$ cat config.mk
export PLATFORM = sky130hd
export DESIGN_NAME = stream_argmax
export DESIGN_NICKNAME = d
export VERILOG_FILES = /design/src/rtl/argmax_pkg.sv /design/src/rtl/argmax_ctrl.sv /design/src/rtl/argmax_datapath.sv /design/src/rtl/stream_argmax.sv
export SDC_FILE = /design/constraint.sdc
export NUM_CORES = 1
export LEC_CHECK = 0
export ABC_AREA = 1
export ABC_CLOCK_PERIOD_IN_PS = 5700
export BUFFER_PORTS_ARGS = -buffer_cell sky130_fd_sc_hd__buf_4
export CAP_MARGIN = 10
export CELL_PAD_IN_SITES_DETAIL_PLACEMENT = 2
export CELL_PAD_IN_SITES_GLOBAL_PLACEMENT = 2
export CORE_MARGIN = 2
export CORE_UTILIZATION = 35
export CTS_CLUSTER_DIAMETER = 60
export DETAILED_ROUTE_END_ITERATION = 8
export MAX_ROUTING_LAYER = met4
export PLACE_DENSITY_LB_ADDON = 0.1
export SKIP_CTS_REPAIR_TIMING = 1
export SLEW_MARGIN = 20
export SYNTH_ARGS = -nofsm -noshare
export SYNTH_HDL_FRONTEND = slang
export SYNTH_SLANG_ARGS = --single-unit
$ cat constraint.sdc
create_clock -name clk -period 5.7 [get_ports clk]
set_input_delay 0.57 -clock clk [delete_from_list [all_inputs] [get_ports clk]]
set_output_delay 0.57 -clock clk [all_outputs]
set_load 0.05 [all_outputs]
$ cat src/rtl/argmax_pkg.sv
package argmax_pkg;

  typedef struct packed {
    logic clearRun;
    logic loadElem;
    logic firstElem;
  } dpCtl_t;

  typedef enum logic {
    ST_IDLE,
    ST_ACTIVE
  } ctlState_t;

endpackage

$ cat src/rtl/argmax_ctrl.sv
module argmax_ctrl
  import argmax_pkg::*;
(
  input  logic   clk,
  input  logic   rstN,
  input  logic   inValid,
  input  logic   inStart,
  input  logic   inLast,
  output logic   inReady,
  output dpCtl_t dpCtl,
  output logic   resDone
);

  ctlState_t state, nextState;
  logic      readyQ;
  logic      doneQ;
  logic      accept;
  logic      emptyOpen;
  logic      endEvt;

  assign accept    = inValid & readyQ;
  assign emptyOpen = inStart & ~inValid & readyQ;

  always_comb begin
    dpCtl     = '0;
    nextState = state;
    endEvt    = 1'b0;
    if (inStart && accept) begin
      dpCtl.loadElem  = 1'b1;
      dpCtl.firstElem = 1'b1;
      nextState       = inLast ? ST_IDLE : ST_ACTIVE;
      endEvt          = inLast;
    end else if (emptyOpen) begin
      dpCtl.clearRun = 1'b1;
      nextState      = inLast ? ST_IDLE : ST_ACTIVE;
      endEvt         = inLast;
    end else if (accept && state == ST_ACTIVE) begin
      dpCtl.loadElem = 1'b1;
      if (inLast) begin
        nextState = ST_IDLE;
        endEvt    = 1'b1;
      end
    end
  end

  always_ff @(posedge clk or negedge rstN) begin
    if (!rstN) begin
      state  <= ST_IDLE;
      readyQ <= 1'b0;
      doneQ  <= 1'b0;
    end else begin
      state  <= nextState;
      readyQ <= 1'b1;
      doneQ  <= endEvt;
    end
  end

  assign inReady = readyQ;
  assign resDone = doneQ;

  // ready never drops once raised
  a_r2_ready_holds: assert property (@(posedge clk) disable iff (!rstN)
    readyQ |=> readyQ);

  // idle without a start never yields done
  a_r10_idle_quiet: assert property (@(posedge clk) disable iff (!rstN)
    (state == ST_IDLE && !inStart) |=> !doneQ);

  // only one datapath action per cycle
  a_r9_single_action: assert property (@(posedge clk) disable iff (!rstN)
    !(dpCtl.clearRun && dpCtl.loadElem));

endmodule

$ cat src/rtl/argmax_datapath.sv
module argmax_datapath
  import argmax_pkg::*;
#(
  parameter int DATA_W = 32,
  parameter int IDX_W  = 32
) (
  input  logic                     clk,
  input  logic                     rstN,
  input  dpCtl_t                   dpCtl,
  input  logic signed [DATA_W-1:0] inData,
  output logic signed [DATA_W-1:0] runMax,
  output logic signed [IDX_W-1:0]  runIdx
);

  localparam logic signed [DATA_W-1:0] MIN_VAL  = {1'b1, {(DATA_W-1){1'b0}}};
  localparam logic signed [IDX_W-1:0]  NONE_IDX = '1;

  logic        [IDX_W-1:0]  count;
  logic        [IDX_W-1:0]  elemPos;
  logic signed [DATA_W-1:0] baseline;
  logic                     wins;

  always_comb begin
    elemPos  = dpCtl.firstElem ? '0 : count;
    baseline = dpCtl.firstElem ? MIN_VAL : runMax;
    wins     = inData > baseline;
  end

  always_ff @(posedge clk or negedge rstN) begin
    if (!rstN) begin
      count  <= '0;
      runMax <= MIN_VAL;
      runIdx <= NONE_IDX;
    end else if (dpCtl.clearRun) begin
      count  <= '0;
      runMax <= MIN_VAL;
      runIdx <= NONE_IDX;
    end else if (dpCtl.loadElem) begin
      count <= elemPos + 1'b1;
      if (wins) begin
        runMax <= inData;
        runIdx <= $signed(elemPos);
      end else if (dpCtl.firstElem) begin
        runMax <= MIN_VAL;
        runIdx <= NONE_IDX;
      end
    end
  end

  // an equal later element leaves the index alone
  a_r4_tie_keeps_index: assert property (@(posedge clk) disable iff (!rstN)
    (dpCtl.loadElem && !dpCtl.firstElem && inData == runMax) |=> $stable(runIdx));

  // within a search the maximum never decreases
  a_r3_max_monotonic: assert property (@(posedge clk) disable iff (!rstN)
    (dpCtl.loadElem && !dpCtl.firstElem) |=> (runMax >= $past(runMax)));

  // a valid index always points at an already counted element
  a_r5_index_below_count: assert property (@(posedge clk) disable iff (!rstN)
    (runIdx != NONE_IDX) |-> ($unsigned(runIdx) < count));

  // a first element above the sentinel becomes index 0
  a_r9_first_is_zero: assert property (@(posedge clk) disable iff (!rstN)
    (dpCtl.loadElem && dpCtl.firstElem && inData != MIN_VAL) |=> (runIdx == 0));

  // the sentinel value alone never claims an index
  a_r8_min_no_index: assert property (@(posedge clk) disable iff (!rstN)
    (runMax == MIN_VAL) |-> (runIdx == NONE_IDX));

endmodule

$ cat src/rtl/stream_argmax.sv
module stream_argmax
  import argmax_pkg::*;
#(
  parameter int DATA_W = 32,
  parameter int IDX_W  = 32
) (
  input  logic              clk,
  input  logic              rstN,
  input  logic              inValid,
  output logic              inReady,
  input  logic [DATA_W-1:0] inData,
  input  logic              inStart,
  input  logic              inLast,
  output logic              resDone,
  output logic [IDX_W-1:0]  resIdx,
  output logic [DATA_W-1:0] resMax
);

  localparam logic [IDX_W-1:0] NONE_IDX = '1;

  dpCtl_t                   dpCtl;
  logic signed [DATA_W-1:0] runMax;
  logic signed [IDX_W-1:0]  runIdx;

  argmax_ctrl uCtrl (
    .clk     (clk),
    .rstN    (rstN),
    .inValid (inValid),
    .inStart (inStart),
    .inLast  (inLast),
    .inReady (inReady),
    .dpCtl   (dpCtl),
    .resDone (resDone)
  );

  argmax_datapath #(
    .DATA_W (DATA_W),
    .IDX_W  (IDX_W)
  ) uDatapath (
    .clk    (clk),
    .rstN   (rstN),
    .dpCtl  (dpCtl),
    .inData ($signed(inData)),
    .runMax (runMax),
    .runIdx (runIdx)
  );

  assign resIdx = runIdx;
  assign resMax = runMax;

  // done only follows a cycle that carried the last marker
  a_r6_done_after_last: assert property (@(posedge clk) disable iff (!rstN)
    resDone |-> $past(inLast));

  // an empty search reports no index
  a_r7_empty_result: assert property (@(posedge clk) disable iff (!rstN)
    (inStart && inLast && !inValid && inReady) |=> (resDone && resIdx == NONE_IDX));

  // without a start the result holds after done
  a_r6_result_holds: assert property (@(posedge clk) disable iff (!rstN)
    (resDone && !inStart && !inValid) |=> ($stable(resIdx) && $stable(resMax)));

endmodule

==> metrics.txt <==
Die X=139 um; unrepaired setup endpoints after global routing=no; P_sw=2.18 mW; max-slew violation count=0; clock buffer depth=2; remaining antenna violation count=0; gpl congestion=0.869; Synthesis Warnings=0; Synth Flop Type=dfrtp_1; Synth Instances=883; Worst Path Arrival=4.20 ns; Vias=6211; hold slack=between 0.3 and 0.4 ns; htree depth=3; Synthesized Nets=953; Synth Cell Area=0.00637 mm2; total core area=0.0179 mm2; crit start category=register; clock sinks=99; EDFF count, synth=0; CP Max Fanout=63; initial drt markers=~250; HP Class=input port to asynchronous set/reset pin; P per Cell Area=560 mW/mm2; die height=139 um; register bit total from synthesis=99; combinational power share=56.0%; Die Area=0.0193 mm2; ant diodes=0; Worst-Margin Slew=0.875 ns; status=finished, final reports clean; Req. time, crit path=5.95 ns; min cycle time layout=roughly 4 ns; Fill cells=around 2100; CTS tree=done; CP Class=register to register; Worst setup EP type=register; share of cells above drive strength 1=approximately a fifth; Skew-Pair Late Insertion Delay=0.37 ns; Slew HR=around two fifths; maximum capacitance violations=0; Flop pwr share=between 20 and 30%; commonest cells after routing, fill and taps aside=nand2_1, buf_4, nor2_1; Core Rows=49; drt pass-1 iters=4; initial antenna violation count=0; Initial Utilization=a little over a third; final net count=just over 1000; final-report hold violation count=0; clk_skew=0.0119 ns; commonest non-fill, non-tap cell in the layout=nand2_1; Synth cell types=45; global route total overflow=0; Internal=between 2 and 2.5 mW; DRC Markers=0; CTS clk-pin slew, worst paths=0.08 ns; Leak=3.78 nW; HPWL after DPL=~16000 um; Fmax=0.253 GHz; GRT Total Usage=24.0%; Setup TNS Final=0 ns; Final period util=a little under 70%; Synth async-reset ratio=100%; first-pass GRT wire length=36600 um; clock root buffer=clkbuf_16; total routed wirelength=21700 um; post-DR vias/cell=between 5 and 6; Clk network pwr share=15.8%; DR WL/cell=18.2 um; post-synthesis sequential area ratio=39.5%; Net Sw Frac=51.6%; Syn-to-layout area delta=18.3%; Worst IR Drop VDD=255 uV; # setup viols final=0; Mean Syn Cell Area=approximately 7.2 um2; CTS buffer count=9; input/output buffers=about 100; largest net degree at the start of global routing=64; vias in the first global route=about 7000; I/O Pins=103
## path summary, 6_finish.rpt
path                                startpoint              endpoint  slack [ns]  cells past startpoint
hold / removal                            rstN    uDatapath.count[8]        0.32                      1
min in group clk                        inLast         uCtrl.resDone        0.43                      3
setup / recovery                 uCtrl.inReady  uDatapath.runMax[22]        1.75                     16
hold reg to reg            uDatapath.count[28]   uDatapath.count[28]        0.49                      2
max in group asynchronous                 rstN  uDatapath.runIdx[26]        4.30                      2
setup reg to reg                 uCtrl.inReady  uDatapath.runMax[22]        1.75                     16
## state kept, by name, indices dropped and copies added (netlist names)
name,count
uCtrl.resDone,1
uDatapath.runMax,32
uDatapath.runIdx,32
uCtrl.inReady,1
uCtrl.state,1
uDatapath.count,32
## critical path: stages (launching register included)
cell and delay [ns]:
dfrtp_1 0.42, nand2_4 0.27, inv_2 0.17, nand2_4 0.39, nand2_1 0.23, inv_1 0.08, ha_1 0.37, nand2_1 0.12
nor2_2 0.15, nand4_2 0.11, nor2_2 0.17, nand2_1 0.22, nand3_4 0.18, buf_4 0.55, nand2_1 0.15, nand2_1 0.11
o21ai_1 0.09
## final cells by class
class / instances / area (um2) / area share, %
inverter: 55 / 206 / 2.74
multi-input combinational: 690 / 3410 / 45.3
clock inverter: 7 / 82.6 / 1.10
timing repair buffer: 107 / 803 / 10.7
clock buffer: 9 / 225 / 2.99
sequential: 99 / 2520 / 33.4
tap: 229 / 287 / 3.80
## cell usage after synthesis, types with 8 or more instances
| cell type | n | area [um2] |
|---|---|---|
| nor2_1 | 71 | 267 |
| o21ai_0 | 22 | 110 |
| inv_1 | 49 | 184 |
| a21oi_1 | 16 | 80.1 |
| buf_2 | 15 | 75.1 |
| clkbuf_1 | 12 | 45.0 |
| ha_1 | 33 | 413 |
| nor2_2 | 8 | 50.1 |
| dfstp_2 | 33 | 867 |
| o21ai_1 | 37 | 185 |
| nand2_2 | 11 | 68.8 |
| dfrtp_1 | 66 | 1650 |
| nand3_1 | 70 | 350 |
| nand4_1 | 11 | 68.8 |
| nand2_1 | 360 | 1350 |
## power by group through the flow
stage	Combinational (mW)	Clock, mW	Sequential [mW]
after CTS	2.41	0.678	1.20
final	2.37	0.665	1.19
after global routing	2.59	0.708	1.23
after floorplan	0.943	0	1.95
after detailed placement	2.39	0	1.21
after global placement	2.29	0	1.19
## cells by family (layout without fill, tap and decap cells)
group	Yosys count	count (layout)	synth area share (%)
AO/OA/AOI/OAI	83	83	6.91
flip-flops	99	99	39.5
buffers and inverters	94	178	6.89
other	1	1	0.0589
AND/OR/NAND/NOR	565	565	39.0
adder cells (fa/ha/maj)	33	33	6.48
XOR/XNOR	8	8	1.10
## routing by layer
layer  track usage [%]  vias up  routed length (um)
li1                  -     2988                   -
met4              6.33        0                 321
met3              2.62       21                 553
met5                 -        -                   0
met2              43.1       87               11400
met1              28.6     3115                9490
## stage by stage
stage               std cells  area [um2]  setup WS [ns]  power (mW)  utilization [%]
global placement         1180        7230           1.67        3.48             40.4
floorplan                 883        6370           2.42        2.89                -
finish                   1196        7540           1.75        4.22             42.1
detailed placement       1180        7230           1.43        3.60             40.4
CTS                      1196        7540           1.62        4.28             42.1
global route             1196        7540           1.30        4.53             42.1
(Power assumes the default switching activity.)
